### config.mk
export PLATFORM = sky130hd
export DESIGN_NAME = fpl_slot_seq
export DESIGN_NICKNAME = d
export VERILOG_FILES = /design/src/rtl/fpl_pkg.sv /design/src/rtl/fpl_stage_map.sv /design/src/rtl/fpl_hazard_win.sv /design/src/rtl/fpl_slot_seq.sv
export SDC_FILE = /design/constraint.sdc
export NUM_CORES = 1
export LEC_CHECK = 0
export ABC_CLOCK_PERIOD_IN_PS = 7600
export CAP_MARGIN = 20
export CELL_PAD_IN_SITES_DETAIL_PLACEMENT = 0
export CELL_PAD_IN_SITES_GLOBAL_PLACEMENT = 1
export CORE_UTILIZATION = 31
export DETAILED_ROUTE_END_ITERATION = 12
export PLACE_DENSITY_LB_ADDON = 0.1
export SYNTH_ARGS = -nofsm -noshare
export SYNTH_HDL_FRONTEND = slang
export SYNTH_SLANG_ARGS = --single-unit
### constraint.sdc
create_clock -name clk -period 7.6 [get_ports clk]
set_clock_uncertainty 0.15 [all_clocks]
set_input_delay 1.9 -clock clk [delete_from_list [all_inputs] [get_ports clk]]
set_output_delay 1.9 -clock clk [all_outputs]
set_load 0.005 [all_outputs]
### src/rtl/fpl_pkg.sv
package fpl_pkg;
  localparam int CODE_W    = 3;
  localparam int CPU_SLOTS = 5;
  localparam int FPU_SLOTS = 6;
  localparam int CNT_W     = 3;
  // slots from issue until the store-to-register stage has finished
  localparam int SF_LAG_SP = 3;
  localparam int SF_LAG_DP = 4;

  typedef enum logic [CODE_W-1:0] {
    CS_NONE = 3'd0, CS_IF = 3'd1, CS_ID = 3'd2, CS_EX = 3'd3, CS_MA = 3'd4
  } cpu_stage_e;

  typedef enum logic [CODE_W-1:0] {
    FS_NONE = 3'd0, FS_IF = 3'd1, FS_DF = 3'd2, FS_EX = 3'd3,
    FS_NA   = 3'd4, FS_SF = 3'd5, FS_E1 = 3'd6, FS_E2 = 3'd7
  } fpu_stage_e;
endpackage

### src/rtl/fpl_stage_map.sv
module fpl_stage_map
  import fpl_pkg::*;
(
  input  logic                          is_ld,
  input  logic                          is_dbl,
  output logic [CPU_SLOTS*CODE_W-1:0]   cpu_codes,
  output logic [FPU_SLOTS*CODE_W-1:0]   fpu_codes
);
  cpu_stage_e cs [CPU_SLOTS];
  fpu_stage_e fs [FPU_SLOTS];

  always_comb begin
    for (int i = 0; i < CPU_SLOTS; i++) cs[i] = CS_NONE;
    for (int i = 0; i < FPU_SLOTS; i++) fs[i] = FS_NONE;
    cs[0] = CS_IF;
    cs[1] = CS_ID;
    cs[2] = CS_EX;
    fs[0] = FS_IF;
    fs[1] = FS_DF;
    if (!is_ld) begin
      fs[2] = FS_E1;
      fs[3] = FS_E2;
      fs[4] = FS_SF;
    end else if (!is_dbl) begin
      cs[3] = CS_MA;
      fs[2] = FS_EX;
      fs[3] = FS_NA;
      fs[4] = FS_SF;
    end else begin
      // double precision occupies memory access and execute twice
      cs[3] = CS_MA;
      cs[4] = CS_MA;
      fs[2] = FS_EX;
      fs[3] = FS_EX;
      fs[4] = FS_NA;
      fs[5] = FS_SF;
    end
  end

  for (genvar g = 0; g < CPU_SLOTS; g++) begin : g_cpu
    assign cpu_codes[g*CODE_W +: CODE_W] = cs[g];
  end
  for (genvar g = 0; g < FPU_SLOTS; g++) begin : g_fpu
    assign fpu_codes[g*CODE_W +: CODE_W] = fs[g];
  end
endmodule

### src/rtl/fpl_hazard_win.sv
module fpl_hazard_win
  import fpl_pkg::*;
#(
  parameter int REG_W = 4,
  parameter int DEPTH = 3
) (
  input  logic             clk,
  input  logic             rst_n,
  input  logic             push,
  input  logic             push_ld,
  input  logic             push_dbl,
  input  logic [REG_W-1:0] push_dst,
  input  logic [1:0]       src_en,
  input  logic [REG_W-1:0] src0,
  input  logic [REG_W-1:0] src1,
  output logic             hazard
);
  logic             vld_q [DEPTH];
  logic             dbl_q [DEPTH];
  logic [REG_W-1:0] dst_q [DEPTH];
  logic [CNT_W-1:0] cnt_q [DEPTH];
  logic             vld_d [DEPTH];
  logic             dbl_d [DEPTH];
  logic [REG_W-1:0] dst_d [DEPTH];
  logic [CNT_W-1:0] cnt_d [DEPTH];
  logic [CNT_W-1:0] cnt_dec [DEPTH];
  logic [DEPTH-1:0] hit;

  // next state: counters run every slot, entries shift only on issue
  always_comb begin
    for (int i = 0; i < DEPTH; i++) begin
      cnt_dec[i] = (cnt_q[i] != '0) ? cnt_q[i] - 1'b1 : '0;
      vld_d[i]   = vld_q[i];
      dbl_d[i]   = dbl_q[i];
      dst_d[i]   = dst_q[i];
      cnt_d[i]   = cnt_dec[i];
    end
    if (push) begin
      vld_d[0] = push_ld;
      dbl_d[0] = push_dbl;
      dst_d[0] = push_dst;
      cnt_d[0] = !push_ld ? '0 : (push_dbl ? CNT_W'(SF_LAG_DP) : CNT_W'(SF_LAG_SP));
      for (int i = 1; i < DEPTH; i++) begin
        vld_d[i] = vld_q[i-1];
        dbl_d[i] = dbl_q[i-1];
        dst_d[i] = dst_q[i-1];
        cnt_d[i] = cnt_dec[i-1];
      end
    end
  end

  always_ff @(posedge clk or negedge rst_n) begin
    if (!rst_n) begin
      for (int i = 0; i < DEPTH; i++) begin
        vld_q[i] <= 1'b0;
        dbl_q[i] <= 1'b0;
        dst_q[i] <= '0;
        cnt_q[i] <= '0;
      end
    end else begin
      for (int i = 0; i < DEPTH; i++) begin
        vld_q[i] <= vld_d[i];
        dbl_q[i] <= dbl_d[i];
        dst_q[i] <= dst_d[i];
        cnt_q[i] <= cnt_d[i];
      end
    end
  end

  for (genvar g = 0; g < DEPTH; g++) begin : g_ent
    logic m0, m1;
    // a double destination covers the even/odd pair
    assign m0 = dbl_q[g] ? (src0[REG_W-1:1] == dst_q[g][REG_W-1:1]) : (src0 == dst_q[g]);
    assign m1 = dbl_q[g] ? (src1[REG_W-1:1] == dst_q[g][REG_W-1:1]) : (src1 == dst_q[g]);
    assign hit[g] = vld_q[g] && (cnt_q[g] != '0) &&
                    ((src_en[0] && m0) || (src_en[1] && m1));

    // pending counters drop by one per slot when no shift happens
    p_cnt_step_r10: assert property (@(posedge clk) disable iff (!rst_n)
      (!push && cnt_q[g] != '0) |=> (cnt_q[g] == $past(cnt_q[g]) - 1'b1));
  end

  assign hazard = |hit;
endmodule

### src/rtl/fpl_slot_seq.sv
module fpl_slot_seq
  import fpl_pkg::*;
#(
  parameter int REG_W  = 4,
  parameter int SLOT_W = 16,
  parameter int WAIT_W = 4,
  parameter int DEPTH  = 3
) (
  input  logic                          clk,
  input  logic                          rst_n,
  input  logic                          in_valid,
  input  logic                          in_fpload,
  input  logic                          in_dbl,
  input  logic [REG_W-1:0]              in_dst,
  input  logic [1:0]                    in_src_en,
  input  logic [REG_W-1:0]              in_src0,
  input  logic [REG_W-1:0]              in_src1,
  output logic                          stall,
  output logic                          contention,
  output logic                          issue,
  output logic                          trc_valid,
  output logic [SLOT_W-1:0]             trc_dec_slot,
  output logic [WAIT_W-1:0]             trc_wait,
  output logic [CPU_SLOTS*CODE_W-1:0]   trc_cpu,
  output logic [FPU_SLOTS*CODE_W-1:0]   trc_fpu
);
  localparam int CPU_W = CPU_SLOTS * CODE_W;
  localparam int FPU_W = FPU_SLOTS * CODE_W;

  // reset: asserted asynchronously, released on the clock
  logic [1:0] rst_q;
  logic       rst_n_s;
  always_ff @(posedge clk or negedge rst_n) begin
    if (!rst_n) rst_q <= 2'b00;
    else        rst_q <= {rst_q[0], 1'b1};
  end
  assign rst_n_s = rst_q[1];

  logic              hazard;
  logic              dp_gap_q, dp_gap_d;
  logic [SLOT_W-1:0] slot_q, slot_d;
  logic [WAIT_W-1:0] wait_q, wait_d;
  logic              tv_d;
  logic              trc_en;
  logic [SLOT_W-1:0] ts_d;
  logic [WAIT_W-1:0] tw_d;
  logic [CPU_W-1:0]  tc_d, map_cpu;
  logic [FPU_W-1:0]  tf_d, map_fpu;

  fpl_hazard_win #(.REG_W(REG_W), .DEPTH(DEPTH)) u_win (
    .clk      (clk),
    .rst_n    (rst_n_s),
    .push     (issue),
    .push_ld  (in_fpload),
    .push_dbl (in_dbl),
    .push_dst (in_dst),
    .src_en   (in_src_en),
    .src0     (in_src0),
    .src1     (in_src1),
    .hazard   (hazard)
  );

  fpl_stage_map u_map (
    .is_ld     (in_fpload),
    .is_dbl    (in_dbl),
    .cpu_codes (map_cpu),
    .fpu_codes (map_fpu)
  );

  // issue decision for the presented instruction
  assign stall      = in_valid && (dp_gap_q || hazard);
  assign contention = in_valid && hazard && !dp_gap_q;
  assign issue      = in_valid && !stall;
  assign trc_en     = issue;

  always_comb begin
    dp_gap_d = issue && in_fpload && in_dbl;
    slot_d   = slot_q + 1'b1;
    wait_d   = wait_q;
    if (issue)                      wait_d = '0;
    else if (stall && wait_q != '1) wait_d = wait_q + 1'b1;
    tv_d = issue;
    ts_d = trc_dec_slot;
    tw_d = trc_wait;
    tc_d = trc_cpu;
    tf_d = trc_fpu;
    if (trc_en) begin
      ts_d = slot_q;
      tw_d = wait_q;
      tc_d = map_cpu;
      tf_d = map_fpu;
    end
  end

  always_ff @(posedge clk or negedge rst_n_s) begin
    if (!rst_n_s) begin
      dp_gap_q     <= 1'b0;
      slot_q       <= '0;
      wait_q       <= '0;
      trc_valid    <= 1'b0;
      trc_dec_slot <= '0;
      trc_wait     <= '0;
      trc_cpu      <= '0;
      trc_fpu      <= '0;
    end else begin
      dp_gap_q     <= dp_gap_d;
      slot_q       <= slot_d;
      wait_q       <= wait_d;
      trc_valid    <= tv_d;
      trc_dec_slot <= ts_d;
      trc_wait     <= tw_d;
      trc_cpu      <= tc_d;
      trc_fpu      <= tf_d;
    end
  end

  p_dp_gap_r5: assert property (@(posedge clk) disable iff (!rst_n_s)
    (issue && in_fpload && in_dbl) |=> !issue);

  p_cont_held_r6: assert property (@(posedge clk) disable iff (!rst_n_s)
    contention |-> (stall && !issue));

  p_trc_rise_r11: assert property (@(posedge clk) disable iff (!rst_n_s)
    issue |=> trc_valid);

  p_trc_quiet_r11: assert property (@(posedge clk) disable iff (!rst_n_s)
    !issue |=> !trc_valid);

  p_wait_clear_r11: assert property (@(posedge clk) disable iff (!rst_n_s)
    issue |=> (wait_q == '0));
endmodule

== After elaboration in Yosys (flattened, before gate mapping) ==
Cells that the tools add are included.
Widths: inputs -> output; s select.

* Register bits: 95
* Bits of input ports: 19
* Output and inout port bits: 57

* Add/subtract/negate cells: 5
* Equal/unequal tests: 13
* Multiplexer cells: 20
* Reduce and logical (&&, ||, !) cells: 30

{| class="wikitable"
|+ Operators by type and width
! kind !! count
|-
| $eq 4x4->1 || 6
|-
| $mux 3 || 8
|-
| $logic_and 1x1->1 || 19
|-
| $eq 3x3->1 || 6
|-
| $mux 9 || 2
|-
| $add 16x1->16 const B || 1
|-
| $mux 6 || 2
|-
| $reduce_bool 3->1 || 3
|-
| $sub 3x1->3 const B || 3
|-
| $mux 4 || 2
|-
| $mux 1 || 6
|-
| $add 4x1->4 const B || 1
|-
| $logic_or 1x1->1 || 4
|-
| $ne 4x4->1 const B || 1
|-
| $reduce_or 3->1 || 1
|-
| $logic_not 1->1 || 2
|-
| $reduce_bool 2->1 || 1
|}

== Logic depth before layout (Yosys ltp) ==
* Depth in word-level cells: 12
* Depth in mapped cells: 8

== Cells and area by module ==
A second synthesis with hierarchy kept.

* Cells, all modules: 355
* Area total of the unflattened synthesis: 4670.7 µm²

{| class="wikitable"
|+ Modules (own cells, without submodules)
! module !! instances !! cells each !! area an instance (µm²) !! sequential area each (µm²)
|-
| fpl_slot_seq || 1 || 198 || 3006.6 || 1926.8
|-
| fpl_hazard_win || 1 || 122 || 1418.9 || 675.6
|-
| fpl_stage_map || 1 || 35 || 245.2 || 0.0
|}

== Least setup slack after synthesis ==
OpenSTA, ideal clock, no wires.

* Path type: input to output
* Start: input in_src0[1]
* End: output issue
* Arrival: 3.043 ns
* Setup slack: 2.507 ns
* Stages on the path: 8
* Path buffers: 2
* Path through: xnor2_1 nand4_1 a211oi_1 a41oi_1 nand4_1 buf_4 buf_2 inv_1

* Longest elaborated chain between the ends: 10
* Elaborated cells on any way between the ends: 23
* Those cells by class: eq/ne: 6; mux: 3; reduce/logical: 14

{| class="wikitable"
|+ RTL lines
! what !! RTL line !! RTL
|-
| start: declaration || fpl_slot_seq.sv:16 || <nowiki>input logic [REG_W-1:0] in_src0,</nowiki>
|-
| $eq 4x4->1 or $eq 3x3->1 (tied branches) || fpl_hazard_win.sv:73 || <nowiki>assign m0 = dbl_q[g] ? (src0[REG_W-1:1] == dst_q[g][REG_W-1:1]) : (src0 == dst_q[g]);</nowiki>
|-
| $mux 1 || fpl_hazard_win.sv:73 ||
|-
| $logic_and 1x1->1 || fpl_hazard_win.sv:76 || <nowiki>((src_en[0] && m0) || (src_en[1] && m1));</nowiki>
|-
| $logic_or 1x1->1 || fpl_hazard_win.sv:76 ||
|-
| $logic_and 1x1->1 || fpl_hazard_win.sv:75 || <nowiki>assign hit[g] = vld_q[g] && (cnt_q[g] != '0) &&</nowiki>
|-
| $reduce_or 3->1 (*) || fpl_hazard_win.sv:83 || <nowiki>assign hazard = |hit;</nowiki>
|-
| $logic_or 1x1->1 (*) || fpl_slot_seq.sv:71 || <nowiki>assign stall = in_valid && (dp_gap_q || hazard);</nowiki>
|-
| $logic_and 1x1->1 (*) || fpl_slot_seq.sv:71 ||
|-
| $logic_not 1->1 (*) || fpl_slot_seq.sv:73 || <nowiki>assign issue = in_valid && !stall;</nowiki>
|-
| $logic_and 1x1->1 (*) || fpl_slot_seq.sv:73 ||
|-
| end: declaration || fpl_slot_seq.sv:20 || <nowiki>output logic issue,</nowiki>
|}

Mark *: on every way between the ends. The rest lies on a longest branch, timed or not.

== Worst setup path after layout ==
* Start: input in_src0[2]
* End: output contention

* Longest elaborated chain between the ends: 8
* Elaborated cells on any way between the ends: 21
* Those cells by class: eq/ne: 6; mux: 3; reduce/logical: 12

{| class="wikitable"
|+ RTL lines
! what !! RTL line !! RTL
|-
| $eq 4x4->1 or $eq 3x3->1 (tied branches) || fpl_hazard_win.sv:73 ||
|-
| $mux 1 || fpl_hazard_win.sv:73 ||
|-
| $logic_and 1x1->1 || fpl_hazard_win.sv:76 ||
|-
| $logic_or 1x1->1 || fpl_hazard_win.sv:76 ||
|-
| $logic_and 1x1->1 || fpl_hazard_win.sv:75 ||
|-
| $reduce_or 3->1 (*) || fpl_hazard_win.sv:83 ||
|-
| $logic_and 1x1->1 (*) (2 in series) || fpl_slot_seq.sv:72 || <nowiki>assign contention = in_valid && hazard && !dp_gap_q;</nowiki>
|-
| end: declaration || fpl_slot_seq.sv:19 || <nowiki>output logic contention,</nowiki>
|}

Marks and branches as above.

==> out/results.ini <==
[cts]
clkTransAtPathRegs_ns=0.06
clk_latency_ns=0.33
cts_buffer_depth=2
postCtsSetupBuffers=0
clock-sinks=76
cts_tree=yes
numCtsBuffers=9
cts_resized=0
htree_levels=3
cts_hold_buf=0
root_buffer=clkbuf_16

[logic_synthesis]
synth_cells=283
synth_top_area_share=0.538
synth_area_um2=3540
ys_top_cells_by_area=dfrtp_1 54%, mux2_2 12%, xnor2_1 6.7%
synth_cell_types=36
seq_area_frac_synth=0.538
synth_compound_area_frac=0.0439
yosysMostFrequentCell=dfrtp_1
ys.flop_type=dfrtp_1
synth-seq-cells=76
ys_async_sr_fraction=1.00
ys_warn_count=0
synthTopCellsByCount=76 x dfrtp_1, 38 x mux2_2, 29 x buf_4, 27 x xnor2_1
syn_avg_cell_area_um2=12.5
synth_area_leader_cell=dfrtp_1
synth.area.mux_share=0.159
synth-simple-area-share=0.0764
synth_edf_count=0
synthXorXnorAreaFrac=0.0966
synthAdderAreaFrac=0.00708
synth_top_family_by_area=multiplexers

[drt]
drcViolationCount=0
ant_nets=0
vias=2162
avgRoutedWirePerCell_um=13.9
viasPerCell=4.50
first_iter_violations=55
dr.pass1.iters=4
wirelength_um=6690

[worst_setup_path]
cpMostUsedCell=clkdlybuf4s50_1
worstPathRequired_ns=5.55
path_delay_family=buffers and inverters
start_kind=input port
critPathMaxFanout=3
critical-path-max-stage-delay_ns=0.56
end_kind=output pin
path_buf_inv=2
cp.arrival_ns=3.85
path_cells=clkdlybuf4s50_1 -> xnor2_1 -> nand4_1 -> a211oi_1 -> a41oi_1 -> nand3_1 -> and2_1 -> clkdlybuf4s50_1
critPathKind=input port to output pin
cp_slowest_cell=clkdlybuf4s50_1

[sta]
slew_headroom=0.355
rsz0062_at_grt=no
setup_tns_ns=0
hold_slack_ns=0.209
fin_crit_sh=0.776
max_freq_mhz=170
slew_viol_final=0
period_needed_ns=5.90
finalHoldViolations=0
worst_slew_pin_slew_ns=0.968
setup_viol_count_final=0

[placed_design]
dpl_cell_area_um2=4130
place_congestion=0.728
port_buffers=60
hpwlAfterDp_um=4520

[final_layout]
seq_area_um2=1910
multi_input_area_um2=1420
area_delta_synth_final_pct=25.6
postLayoutCellArea_um2=4440
drive_gt1_frac=0.168
final_nets=356
fill_cells=1090
diodes=0

[run]
cap_violations=0

[grt]
met2_usage=0.188
grt_start_max_net_pins=75
grt_pass1_vias=2166
grt_usage=0.122
met1_usage=0.163
grt_overflow=0
antenna_found_initial=0
top_usage_layer=met2
grt_pass1_wl_um=11000
grt_use_met3=0.0257

[power]
ir_drop_mv=0.125
p_per_area_nw_per_um2=264
p_leak_nw=1.95

[floorplan]
initial_core_util=0.322
io_pins=76
die-area_um2=11800
die_width_um=109
rows=38
fp.dieH_um=109
core_um2=11000

[status]
status=finished clean

[worst_hold_path]
hp-class=flip-flop to flip-flop

## metrics by stage
step | utilization | cells | power (W) | setup slack, ns
final | 0.404 | 480 | 0.00117 | 1.70
after global routing | 0.404 | 480 | 0.00124 | 1.52
after CTS | 0.404 | 480 | 0.00120 | 1.66
after detailed placement | 0.376 | 464 | 0.000737 | 1.68
after global placement | 0.376 | 464 | 0.000736 | 1.66
after floorplan | - | 297 | 0.000662 | 2.51
## report_power, final
group | internal, W | switching, W
clock | 0.000288 | 0.000162
sequential | 0.000459 | 0.0000619
combinational | 0.000126 | 0.0000783
total | 0.000872 | 0.000302
## layout by cell type (no fill, tap or decap), drive strengths merged
cell            n
dfrtp          76
clkdlybuf4s50  60
mux2           39
xnor2          27
conb           16
xor2           12
mux2i          12
clkbuf         10
nand3           9
nor2            9
nand4           8
nand2           8
inv             7
a21oi           5
nor3            4
nor3b           3
o21bai          3
o21ai           3
o31ai           3
and3            2
a211oi          2
a41oi           2
nand2b          2
and2            2
ha              2
bufinv          2
clkinv          2
nor2b           1
o21a            1
and4            1
nand3b          1
o211a           1
nand4b          1
a21o            1
a21boi          1
clkinvlp        1
buf             1
## sequential cells by signal, summed over array words and instances (netlist names)
signal	cells
u_win.cnt_q	9
slot_q	16
trc_fpu	6
rst_q	2
trc_valid	1
wait_q	4
u_win.dst_q	12
u_win.vld_q	2
trc_wait	4
u_win.dbl_q	3
trc_dec_slot	16
dp_gap_q	1
## area by class of cell
cell class	instances	share of cell area
flip-flops and latches	76	0.429
repair buffers	61	0.137
clock inverters	6	0.0194
well taps	140	0.0394
clock buffers	10	0.0515
multi-input cells	181	0.319
inverters	6	0.00507
## logic make-up (layout without fill, tap and decap cells)
logic type	count (synthesis)	in the layout
AO/OA/AOI/OAI	22	22
XOR/XNOR	39	39
adder cells (fa/ha/maj)	2	2
buffers and inverters	40	83
flip-flops	76	76
multiplexers	51	51
other	2	16
AND/OR/NAND/NOR	51	51
## layer usage
| metal | vias up | wire length, um |
|---|---|---|
| met2 | 50 | 3110 |
| met1 | 1072 | 3150 |
| met5 | - | 0 |
| met3 | 10 | 302 |
| met4 | 0 | 123 |
| li1 | 1030 | - |
## worst paths after layout
check / start / to / slack, ns / depth (start not counted)
setup / recovery: in_src0[2] / contention / 1.70 / 8
hold / removal: rst_q[0] / rst_q[1] / 0.21 / 0
setup reg to reg: u_win.dst_q[3] / u_win.dst_q[6] / 4.99 / 7
hold reg to reg: rst_q[0] / rst_q[1] / 0.21 / 0
max in group asynchronous: rst_n / rst_q[1] / 5.58 / 1
min in group asynchronous: rst_q[1] / trc_dec_slot[0] / 0.33 / 0
(Power assumes the default switching activity.)
